File: config.mk
export PLATFORM = sky130hd
export DESIGN_NAME = oversample_bit_recover
export DESIGN_NICKNAME = d
export VERILOG_FILES = /design/src/rtl/oversample_bit_recover.sv
export SDC_FILE = /design/constraint.sdc
export NUM_CORES = 1
export LEC_CHECK = 0
export BUFFER_PORTS_ARGS = -buffer_cell sky130_fd_sc_hd__buf_2
export CAP_MARGIN = 0
export CORE_MARGIN = 5
export CORE_UTILIZATION = 30
export DETAILED_ROUTE_END_ITERATION = 7
export SYNTH_ARGS = -nofsm -noshare
export SYNTH_HDL_FRONTEND = slang
export SYNTH_SLANG_ARGS = --single-unit
File: constraint.sdc
create_clock -name clk -period 5.9 [get_ports clk]
set_input_delay 0.885 -clock clk [delete_from_list [all_inputs] [get_ports clk]]
set_output_delay 0.885 -clock clk [all_outputs]
set_load 0.02 [all_outputs]
File: src/rtl/oversample_bit_recover.sv
module oversample_bit_recover #(
  parameter int SPB       = 8,
  parameter int HIST      = 4,
  parameter int RELOAD    = 2,
  parameter int STROBE_AT = 5
) (
  input  logic clk,
  input  logic rst_n,
  input  logic line_in,
  input  logic realign_en,
  output logic voted,
  output logic realign,
  output logic strobe,
  output logic bit_out
);

  localparam int CW    = $clog2(SPB + 1);
  localparam int VOTES = HIST + 1;
  localparam int NEED  = VOTES / 2 + 1;

  logic [1:0]       sync_q;
  logic [HIST-1:0]  hist_q;
  logic [VOTES-1:0] window;
  logic             v_q, v_d1;
  logic [CW-1:0]    cnt_q;
  logic             strobe_q, bit_q;
  logic             fire;

  function automatic logic majority(input logic [VOTES-1:0] w);
    int ones;
    ones = 0;
    for (int i = 0; i < VOTES; i++) ones += int'(w[i]);
    return ones >= NEED;
  endfunction

  assign window  = {hist_q, sync_q[1]};
  assign realign = v_d1 & ~v_q & realign_en;
  assign fire    = (cnt_q == CW'(STROBE_AT)) & ~realign;

  always_ff @(posedge clk or negedge rst_n) begin
    if (!rst_n) begin
      sync_q   <= '1;
      hist_q   <= '1;
      v_q      <= 1'b1;
      v_d1     <= 1'b1;
      cnt_q    <= CW'(1);
      strobe_q <= 1'b0;
      bit_q    <= 1'b1;
    end else begin
      sync_q   <= {sync_q[0], line_in};
      hist_q   <= {hist_q[HIST-2:0], sync_q[1]};
      v_q      <= majority(window);
      v_d1     <= v_q;
      if (realign)                  cnt_q <= CW'(RELOAD);
      else if (cnt_q == CW'(SPB))   cnt_q <= CW'(1);
      else                          cnt_q <= cnt_q + CW'(1);
      strobe_q <= fire;
      if (fire) bit_q <= v_q;
    end
  end

  assign voted   = v_q;
  assign strobe  = strobe_q;
  assign bit_out = bit_q;

  assert_quiet_window_R3: assert property (@(posedge clk) disable iff (!rst_n)
    (&window) |=> voted);

  assert_count_range_R4: assert property (@(posedge clk) disable iff (!rst_n)
    (cnt_q >= CW'(1)) && (cnt_q <= CW'(SPB)));

  assert_strobe_single_R4: assert property (@(posedge clk) disable iff (!rst_n)
    strobe |=> !strobe);

  assert_reload_R5: assert property (@(posedge clk) disable iff (!rst_n)
    realign |=> (cnt_q == CW'(RELOAD)));

  assert_realign_on_fall_R5: assert property (@(posedge clk) disable iff (!rst_n)
    realign |-> $fell(voted));

  assert_no_strobe_after_realign_R7: assert property (@(posedge clk) disable iff (!rst_n)
    realign |=> !strobe);

  assert_bit_capture_R8: assert property (@(posedge clk) disable iff (!rst_n)
    strobe |-> (bit_out == $past(voted)));

  assert_bit_hold_R8: assert property (@(posedge clk) disable iff (!rst_n)
    !strobe |-> $stable(bit_out));

endmodule

==> results of run 1 <==
[layer usage]
layer / wire length (um) / GRT usage [%]
met1: 356 / 6.877
met2: 469 / 11.35
met3: 52 / 4.176
met4: 0 / 2.034
met5: 0 / 0
[logic make-up (layout without fill, tap and decap cells)]
group | Yosys count | in the layout
DFF | 14 | 14
and+or+nand+nor | 13 | 13
buffers and inverters | 13 | 23
adders and majority gates | 7 | 7
AOI/OAI and AO/OA | 5 | 5
muxes | 1 | 1
[through the flow]
stage / std cells / setup WS (ns) / power [uW] / instance area, um^2 / hold slack (ns)
floorplan: 53 / 3.764 / 218.0 / 636.9 / 0.3452
global placement: 86 / 3.568 / 239.1 / 694.4 / 0.3470
detailed placement: 86 / 3.564 / 242.3 / 694.4 / 0.3491
CTS: 90 / 3.562 / 300.2 / 720.7 / 0.3594
global route: 90 / 3.501 / 320.9 / 720.7 / 0.3676
finish: 90 / 3.577 / 293.1 / 720.7 / 0.3589
[power by group through the flow]
stage	clock (uW)	sequential, uW	combinational (uW)
floorplan	0	156	61.8
detailed placement	0	152	90.3
global placement	0	150	89.2
finish	54.1	149	89.5
global route	63.9	154	103
CTS	58.1	150	91.9
[area by class of cell]
class	instances	area, um^2
clock buffers	4	26.28
repair buffers	7	35.03
inverters	12	45.04
multi-input cells	26	217.7
fillers	201	1281
well taps	27	33.78
flip-flops and latches	14	362.8
[how the worst max path moves through the flow]
stage / end / cells after the start
final: realign / 3
after global routing: realign / 3
after CTS: realign / 3
after detailed placement: realign / 3
after global placement: realign / 3
after floorplan: voted$_DFF_PN1_ / 7
[state kept, by name, indices dropped and copies added, names as in the netlist]
name	cells
voted	1
strobe	1
hist_q	4
v_d1	1
sync_q	2
cnt_q	4
bit_out	1
[critical path: cells and delay by family]
kind	cells	cell delay (ns)
buffers and inverters	2	0.28
AND/OR/NAND/NOR	1	0.26
[layout by cell type (no fill, tap or decap)]
cell type	count
sky130_fd_sc_hd__clkbuf_4	3
sky130_fd_sc_hd__nor2_1	2
sky130_fd_sc_hd__inv_1	12
sky130_fd_sc_hd__buf_2	7
sky130_fd_sc_hd__nand2b_1	1
sky130_fd_sc_hd__mux2i_1	1
sky130_fd_sc_hd__nor3_2	1
sky130_fd_sc_hd__o21a_1	1
sky130_fd_sc_hd__clkbuf_1	1
sky130_fd_sc_hd__fa_1	2
sky130_fd_sc_hd__o22ai_1	1
sky130_fd_sc_hd__nor3b_1	1
sky130_fd_sc_hd__dfrtp_1	4
sky130_fd_sc_hd__nand3b_1	2
sky130_fd_sc_hd__dfstp_2	10
sky130_fd_sc_hd__and3_1	1
sky130_fd_sc_hd__a21oi_1	3
sky130_fd_sc_hd__ha_1	5
sky130_fd_sc_hd__nand2_1	3
sky130_fd_sc_hd__or2_2	1
sky130_fd_sc_hd__or2_1	1
==> flow_metrics.py, run 1 <==
metrics = {
    "synth": {
        "synth_top_cells_by_count": "12 x sky130_fd_sc_hd__inv_1, 10 x sky130_fd_sc_hd__dfstp_2, 5 x sky130_fd_sc_hd__ha_1",
        "ys_types": 19,
        "synthesis.instances": 53,
        "synth_sequential_area_ratio_pct": 56.97,
        "post_synth_instance_area_um2": 636.9,
        "syn-num-nets": 64,
        "yosysMostFrequentCell": "sky130_fd_sc_hd__inv_1",
        "yosys_warnings": 0,
        "postSynthRegisterBits": 14,
        "synth_compound_gate_area_share_pct": 4.519,
        "synth.area.top_cells": "sky130_fd_sc_hd__dfstp_2 41%, sky130_fd_sc_hd__dfrtp_1 16%, sky130_fd_sc_hd__ha_1 9.8%, sky130_fd_sc_hd__inv_1 7.1%, sky130_fd_sc_hd__fa_1 6.3%",
        "synth_simple_gate_area_share_pct": 11.98,
        "yosys.area.top_type": "sky130_fd_sc_hd__dfstp_2",
        "synth_top_flop_cell": "sky130_fd_sc_hd__dfstp_2",
        "post_synth_fa_ha_maj_area_fraction_pct": 16.11,
        "postSynthAreaPerCell_um2": 12.02,
        "post_synth_mux_area_share_pct": 1.572,
        "synth_top_family_by_area": "adder cells",
        "synth_edf_count": 0,
        "netlist.area_leader.share_pct": 41.26,
        "share_of_async_settable_or_async_resettable_flops_after_synthesis_pct": 100.0,
        "synth_xor_area_share_pct": 0,
    },
    "detailed_routing": {
        "detail-route-antenna-nets": 0,
        "routedWlPerCell_um": 9.756,
        "routed-via-count": 365,
        "drt_first_pass_iters": 2,
        "detail_route.iter0.violations": 3,
        "viasPerCell": 4.056,
        "drc": 0,
        "totalWireLength_um": 878,
    },
    "die": {
        "rows": 16,
        "ioPinCount": 8,
        "area_of_the_die_um2": 3144,
        "die_height_um": 56.08,
        "initial_utilization_pct": 31.81,
        "placeableCoreArea_um2": 2002,
        "chipWidth_um": 56.08,
    },
    "layout": {
        "layout-drive-gt1-share_pct": 34.92,
        "syn2layout_area_growth_pct": 13.16,
        "num-nets-final": 75,
        "core_util_final_pct": 36.00,
        "n_antenna_cell": 0,
    },
    "critical_path": {
        "crit_path_from": "realign_en",
        "type_of_element_launching_the_critical_path": "input port",
        "worstSetupPathType": "input port to output pin",
        "r2r_cells": 7,
        "worst-r2r-setup-slack_ns": 3.68,
        "worst-path-max-fanout": 6,
        "critical_path.slowest_cell": "sky130_fd_sc_hd__and3_1",
        "ff_to_ff_end": "voted$_DFF_PN1_",
        "timing.critical_path.required_ns": 5.02,
        "critical_path.endpoint_type": "output pin",
        "timing.critical_path.cells": "buf_2 > and3_1 > buf_2",
        "crit_arrival_ns": 1.44,
        "crit_path_max_incr_delay_ns": 0.26,
        "rr_startpoint": "sync_q[1]$_DFF_PN1_",
        "most_frequent_cell_on_critical_path": "sky130_fd_sc_hd__buf_2",
    },
    "power": {
        "pwr_density_cell_nw_per_um2": 406.7,
        "share_seq_of_total_power_pct": 51.0,
        "swShare_pct": 33.02,
        "clkPwrFrac_pct": 18.5,
        "cell_internal_power_dissipation_uw": 196.3,
        "ir_drop_v": 0.0001630,
        "leakage_uw": 0.0003620,
        "switching_power_uw": 96.76,
        "power_frac_comb_pct": 30.5,
    },
    "timing": {
        "timing.final.crit_share_pct": 39.37,
        "timing_worst_slew_pin_value_ns": 0.3030,
        "final_count_of_pins_violating_max_slew": 0,
        "final.min_clock_period_ns": 2.323,
        "fin_skew_ns": 0.003548,
        "report.final.hold_viol_count": 0,
        "fin_tns_setup_ns": 0,
        "finalSetupViolations": 0,
        "rsz0062_at_grt": "no",
        "fmaxAchievable_mhz": 430.5,
        "slew_headroom_pct": 79.80,
    },
    "global_route": {
        "global_route.usage.total_pct": 6.734,
        "grt_pass1_wl_um": 1573,
        "pin_count_of_the_biggest_net_entering_global_routing": 15,
        "grt_overflow_total": 0,
        "grt_antenna_before_repair": 0,
        "vias_in_the_first_global_route": 382,
    },
    "clocking": {
        "postCtsSetupRepairBufs": 0,
        "htree_levels": 1,
        "cts.sink_count": 14,
        "cts.clk_slew.worst_paths_ns": 0.07,
        "clock_path_buffers": 2,
        "cts_resized": 0,
        "cts_tree": "built",
        "cts_inserted_buffers": 3,
        "cts_hold_buffers": 0,
        "clk_root_buffer_cell": "sky130_fd_sc_hd__clkbuf_4",
        "insertion_delay_ns": 0.27,
    },
    "place": {
        "io_buffer_count": 7,
        "gpl.final_weighted_congestion": 0.6332,
    },
    "flow_run": {
        "max_cap_violations": 0,
    },
    "worst_hold_path": {
        "hold_class": "register to register",
        "hold_path_end": "sync_q[1]$_DFF_PN1_",
        "hold_start": "sync_q[0]$_DFF_PN1_",
        "holdPathStages": 0,
    },
    "run_status": {
        "status": "completed",
    },
}
Power figures use the tool's default switching activity.
==> run 2: changes to the inputs <==
==> constraint.sdc (replaced) <==
create_clock -name clk -period 2 [get_ports clk]
set_input_delay 0.3 -clock clk [delete_from_list [all_inputs] [get_ports clk]]
set_output_delay 0.3 -clock clk [all_outputs]
set_load 0.02 [all_outputs]
==> flow_metrics.py, run 2 (synthesized netlist as in run 1, its figures left out) <==
metrics = {
    "power": {
        "swShare_pct": 32.75,
        "leakage_uw": 0.0003786,
        "share_seq_of_total_power_pct": 50.3,
        "pwr_density_cell_nw_per_um2": 1137,
        "switching_power_uw": 288.9,
        "clkPwrFrac_pct": 17.7,
        "cell_internal_power_dissipation_uw": 593.2,
        "power_frac_comb_pct": 32.0,
        "ir_drop_v": 0.0004049,
    },
    "place": {
        "io_buffer_count": 7,
        "detailed_place.area_um2": 711.9,
        "dpl_worst_slack_ns": -0.1438,
        "gpl.final_weighted_congestion": 0.7363,
        "dp.final_hpwl_um": 726,
    },
    "detailed_routing": {
        "totalWireLength_um": 913,
        "routed-via-count": 393,
        "drc": 0,
        "detail_route.iter0.violations": 4,
        "detail-route-antenna-nets": 0,
        "viasPerCell": 4.181,
        "routedWlPerCell_um": 9.713,
        "drt_first_pass_iters": 2,
    },
    "critical_path": {
        "critical_path.top_delay_family": "adder cells",
        "worst-r2r-setup-slack_ns": -0.08,
        "timing.critical_path.required_ns": 2.21,
        "ff_to_ff_end": "voted$_DFF_PN1_",
        "worst-path-max-fanout": 2,
        "most_frequent_cell_on_critical_path": "sky130_fd_sc_hd__inv_2",
        "worstSetupPathType": "register to register",
        "timing.critical_path.cells": "inv_2 > fa_1 > fa_2 > inv_2 > ha_4 > nor3b_2 > or2_4",
        "critical_path.slowest_cell": "sky130_fd_sc_hd__dfstp_2",
        "critical_path.endpoint_type": "register",
        "r2r_cells": 7,
        "rr_startpoint": "sync_q[1]$_DFF_PN1_",
        "crit_path_max_incr_delay_ns": 0.54,
        "type_of_element_launching_the_critical_path": "register",
        "crit_buf_inv": 2,
        "crit_arrival_ns": 2.29,
    },
    "clocking": {
        "cts_inserted_buffers": 3,
        "insertion_delay_ns": 0.27,
        "cts_tree": "built",
        "cts.clk_slew.worst_paths_ns": 0.08,
        "cts.sink_count": 14,
        "clk_root_buffer_cell": "sky130_fd_sc_hd__clkbuf_4",
        "clock_path_buffers": 2,
        "htree_levels": 1,
    },
    "layout": {
        "num-nets-final": 79,
        "syn2layout_area_growth_pct": 21.81,
        "n_antenna_cell": 0,
        "largest_registers": "cnt_q (4), hist_q (4), sync_q (2)",
        "mostFrequentLayoutCell": "sky130_fd_sc_hd__dfstp_2",
        "final_cell_mix": "10 x sky130_fd_sc_hd__dfstp_2, 9 x sky130_fd_sc_hd__inv_1, 7 x sky130_fd_sc_hd__buf_2, 4 x sky130_fd_sc_hd__ha_1, 4 x sky130_fd_sc_hd__dfrtp_1",
        "layout.cell_area.non_filler_um2": 775.7,
        "layout-drive-gt1-share_pct": 46.27,
    },
    "timing": {
        "fmaxAchievable_mhz": 479.6,
        "fin_skew_ns": 0.005325,
        "fin_tns_setup_ns": -0.08491,
        "report.final.hold_viol_count": 0,
        "final_count_of_pins_violating_max_slew": 0,
        "final.min_clock_period_ns": 2.085,
        "timing.final.crit_share_pct": 104.2,
        "final.setup.worst_slack_ns": -0.08491,
        "timing_worst_slew_pin_value_ns": 0.2923,
        "worst_hold_slack_ns": 0.1243,
        "finalSetupViolations": 1,
        "rsz0062_at_grt": "yes",
        "slew_headroom_pct": 80.52,
    },
    "die": {
        "placeableCoreArea_um2": 2002,
        "rows": 16,
        "initial_utilization_pct": 31.81,
        "chipWidth_um": 56.08,
        "die_height_um": 56.08,
        "area_of_the_die_um2": 3144,
        "ioPinCount": 8,
    },
    "global_route": {
        "grt_antenna_before_repair": 0,
        "vias_in_the_first_global_route": 400,
        "global_route.usage.total_pct": 7.544,
        "grt_overflow_total": 0,
        "pin_count_of_the_biggest_net_entering_global_routing": 15,
        "grt_pass1_wl_um": 1725,
    },
    "worst_hold_path": {
        "hold_path_end": "sync_q[0]$_DFF_PN1_",
        "hold_start": "line_in",
        "holdPathStages": 1,
        "hold_class": "input port to register",
    },
    "run_status": {
        "status": "finished with violations",
        "violated_checks": "setup timing",
    },
    "flow_run": {
        "max_cap_violations": 0,
    },
}
## run 2: cell types whose count changed in the layout (fill, tap and decap cells not counted), sizes merged
cell	previous run	this run
buf	7	10
dlygate4sd3	0	1
## run 2: layout make-up
| type | instances | area [um^2] |
|---|---|---|
| fillers | 202 | 1226 |
| flip-flops and latches | 14 | 362.8 |
| multi-input cells | 26 | 240.2 |
| repair buffers | 11 | 67.56 |
| inverters | 12 | 45.04 |
| well taps | 27 | 33.78 |
| clock buffers | 4 | 26.28 |
## run 2: worst max-delay path by stage
stage	start	cells past startpoint	endpoint	slack, ns
final	sync_q[1]$_DFF_PN1_	7	voted$_DFF_PN1_	-0.08
after global routing	sync_q[1]$_DFF_PN1_	7	voted$_DFF_PN1_	-0.14
after CTS	sync_q[1]$_DFF_PN1_	7	voted$_DFF_PN1_	-0.09
after detailed placement	hist_q[2]$_DFF_PN1_	7	voted$_DFF_PN1_	-0.14
after global placement	hist_q[2]$_DFF_PN1_	7	voted$_DFF_PN1_	-0.14
after floorplan	hist_q[2]$_DFF_PN1_	7	voted$_DFF_PN1_	-0.1
## run 2: repair_timing
action,CTS,global route
hold endpoints to repair,4,0
resized for setup,2,0
setup endpoints to repair,1,1
setup buffers,2,0
cloned,0,0
pin swaps,2,1
hold buffers,1,0
## run 2: power by group through the flow
| stage | sequential, uW | combinational, uW | clock, uW |
|---|---|---|---|
| after floorplan | 461 | 192 | 0 |
| after global placement | 443 | 266 | 0 |
| after detailed placement | 450 | 277 | 0 |
| after CTS | 445 | 289 | 166 |
| after global routing | 461 | 324 | 184 |
| final | 444 | 282 | 157 |
## run 2: per-stage QoR
stage | util (%) | power, uW | std cells
finish | 38.75 | 882.2 | 94
floorplan | - | 652.9 | 53
detailed placement | 35.56 | 726.8 | 87
global placement | 35.56 | 709.7 | 87
global route | 38.75 | 969.8 | 94
CTS | 38.75 | 899.3 | 94
## run 2: layer usage
metal	vias to the layer above	track usage, %	part of all wire [%]
met3	4	5.104	8.2
met2	11	11.19	47
met1	187	7.571	42
met5	-	0	0
met4	0	5.085	2.7
li1	191	-	-
==> run 3: changes to the inputs <==
--- a/config.mk
+++ b/config.mk
@@ -10,6 +10,8 @@
 export CORE_MARGIN = 5
 export CORE_UTILIZATION = 30
 export DETAILED_ROUTE_END_ITERATION = 7
+export GPL_TIMING_DRIVEN = 0
+export RECOVER_POWER = 50
 export SYNTH_ARGS = -nofsm -noshare
 export SYNTH_HDL_FRONTEND = slang
 export SYNTH_SLANG_ARGS = --single-unit
==> flow_metrics.py, run 3 (synthesized netlist as in run 1, its figures left out) <==
metrics = {
    "layout": {
        "mostFrequentLayoutCell": "sky130_fd_sc_hd__dfstp_2",
        "layout.cell_area.non_filler_um2": 774.5,
        "largest_registers": "cnt_q (4), hist_q (4), sync_q (2)",
        "layout-drive-gt1-share_pct": 45.45,
        "syn2layout_area_growth_pct": 21.61,
        "final_cell_mix": "10 x sky130_fd_sc_hd__dfstp_2, 9 x sky130_fd_sc_hd__inv_1, 6 x sky130_fd_sc_hd__buf_2, 4 x sky130_fd_sc_hd__ha_1, 4 x sky130_fd_sc_hd__dfrtp_1",
        "n_antenna_cell": 0,
        "post_layout_nonfiller_instances": 93,
        "num-nets-final": 79,
        "core_util_final_pct": 38.69,
    },
    "critical_path": {
        "worst-r2r-setup-slack_ns": -0.09,
        "timing.critical_path.cells": "inv_2 > fa_1 > fa_2 > inv_2 > ha_4 > nor3b_2 > or2_4",
        "type_of_element_launching_the_critical_path": "register",
        "crit_arrival_ns": 2.29,
        "critical_path.endpoint_type": "register",
        "worst-path-max-fanout": 2,
        "worstSetupPathType": "register to register",
        "critical_path.slowest_cell": "sky130_fd_sc_hd__dfstp_2",
        "critical_path.top_delay_family": "adder cells",
        "crit_buf_inv": 2,
        "most_frequent_cell_on_critical_path": "sky130_fd_sc_hd__inv_2",
        "crit_path_max_incr_delay_ns": 0.54,
        "timing.critical_path.required_ns": 2.20,
    },
    "place": {
        "io_buffer_count": 7,
        "cell_count_after_placement": 87,
        "dp.final_hpwl_um": 672.4,
        "gpl.final_weighted_congestion": 0.7086,
        "detailed_place.area_um2": 715.7,
    },
    "die": {
        "initial_utilization_pct": 31.81,
        "chipWidth_um": 56.08,
        "ioPinCount": 8,
        "placeableCoreArea_um2": 2002,
        "rows": 16,
        "area_of_the_die_um2": 3144,
        "die_height_um": 56.08,
    },
    "detailed_routing": {
        "viasPerCell": 4.129,
        "routedWlPerCell_um": 8.978,
        "detail_route.iter0.violations": 1,
        "routed-via-count": 384,
        "totalWireLength_um": 835,
        "drc": 0,
        "detail-route-antenna-nets": 0,
        "drt_first_pass_iters": 3,
    },
    "clocking": {
        "cts.clk_slew.worst_paths_ns": 0.07,
        "cts_inserted_buffers": 3,
        "insertion_delay_ns": 0.26,
        "cts_tree": "built",
        "clk_root_buffer_cell": "sky130_fd_sc_hd__clkbuf_4",
        "cts.sink_count": 14,
        "clock_path_buffers": 2,
        "htree_levels": 1,
    },
    "timing": {
        "finalSetupViolations": 1,
        "timing.final.crit_share_pct": 104.6,
        "report.final.hold_viol_count": 0,
        "worst_hold_slack_ns": 0.1318,
        "fin_skew_ns": 0.003439,
        "final_count_of_pins_violating_max_slew": 0,
        "final.min_clock_period_ns": 2.091,
        "timing_worst_slew_pin_value_ns": 0.6939,
        "rsz0062_at_grt": "yes",
        "final.setup.worst_slack_ns": -0.09116,
        "slew_headroom_pct": 53.74,
        "fmaxAchievable_mhz": 478.2,
    },
    "global_route": {
        "grt_antenna_before_repair": 0,
        "global_route.usage.total_pct": 6.298,
        "pin_count_of_the_biggest_net_entering_global_routing": 15,
        "grt_pass1_wl_um": 1566,
        "vias_in_the_first_global_route": 390,
        "grt_overflow_total": 0,
    },
    "flow_run": {
        "max_cap_violations": 0,
    },
    "power": {
        "leakage_uw": 0.0003760,
        "pwr_density_cell_nw_per_um2": 1120,
        "report.power.total_uw": 867.3,
        "ir_drop_v": 0.0004032,
    },
    "run_status": {
        "status": "finished with violations",
        "violated_checks": "setup timing",
    },
    "worst_hold_path": {
        "hold_class": "input port to register",
    },
}
run 3: final timing paths:
path / start / end / depth (start not counted)
hold reg to reg: sync_q[0]$_DFF_PN1_ / sync_q[1]$_DFF_PN1_ / 0
max in group asynchronous: rst_n / cnt_q[1]$_DFF_PN0_ / 2
setup / recovery: sync_q[1]$_DFF_PN1_ / voted$_DFF_PN1_ / 7
hold / removal: line_in / sync_q[0]$_DFF_PN1_ / 1
min in group asynchronous: rst_n / strobe$_DFF_PN0_ / 2
setup reg to reg: sync_q[1]$_DFF_PN1_ / voted$_DFF_PN1_ / 7
run 3: routing by layer:
metal	track usage, %	part of all wire [%]	vias to the layer above
met5	0	0	-
met4	1.017	0	0
met3	4.408	9.0	0
met1	7.296	45	187
met2	9.683	46	10
li1	-	-	187
run 3: power breakdown:
| part | leakage [uW] | internal [uW] | total [uW] | switching [uW] |
|---|---|---|---|---|
| registers | 0.000156 | 382 | 442 | 59.8 |
| logic | 0.000206 | 136 | 283 | 148 |
| clock network | 0.0000138 | 69.5 | 142 | 72.8 |
| total | 0.000376 | 587 | 867 | 280 |
run 3: repair_timing:
item | in CTS | in global routing
hold buffers | 1 | 0
setup buffers | 2 | 0
endpoints found under the setup margin | 1 | 1
resized for setup | 2 | 0
endpoints found under the hold margin | 4 | 0
pin swaps | 2 | 0
cloned | 0 | 0
run 3: through the flow:
step	worst slack (ns)	setup TNS (ns)
CTS	-0.09828	-0.09828
floorplan	-0.09976	-0.09976
global route	-0.1624	-0.1624
detailed placement	-0.1486	-0.1486
global placement	-0.1382	-0.1382
finish	-0.09116	-0.09116
run 3: layout make-up:
type                            count  area [um^2]
Buffer                              1        11.26
Tap cell                           27        33.78
Sequential cell                    14        362.8
Fill cell                         209         1227
Timing Repair Buffer               10        58.81
Clock buffer                        3        22.52
Inverter                           12        45.04
Multi-Input combinational cell     26        240.2
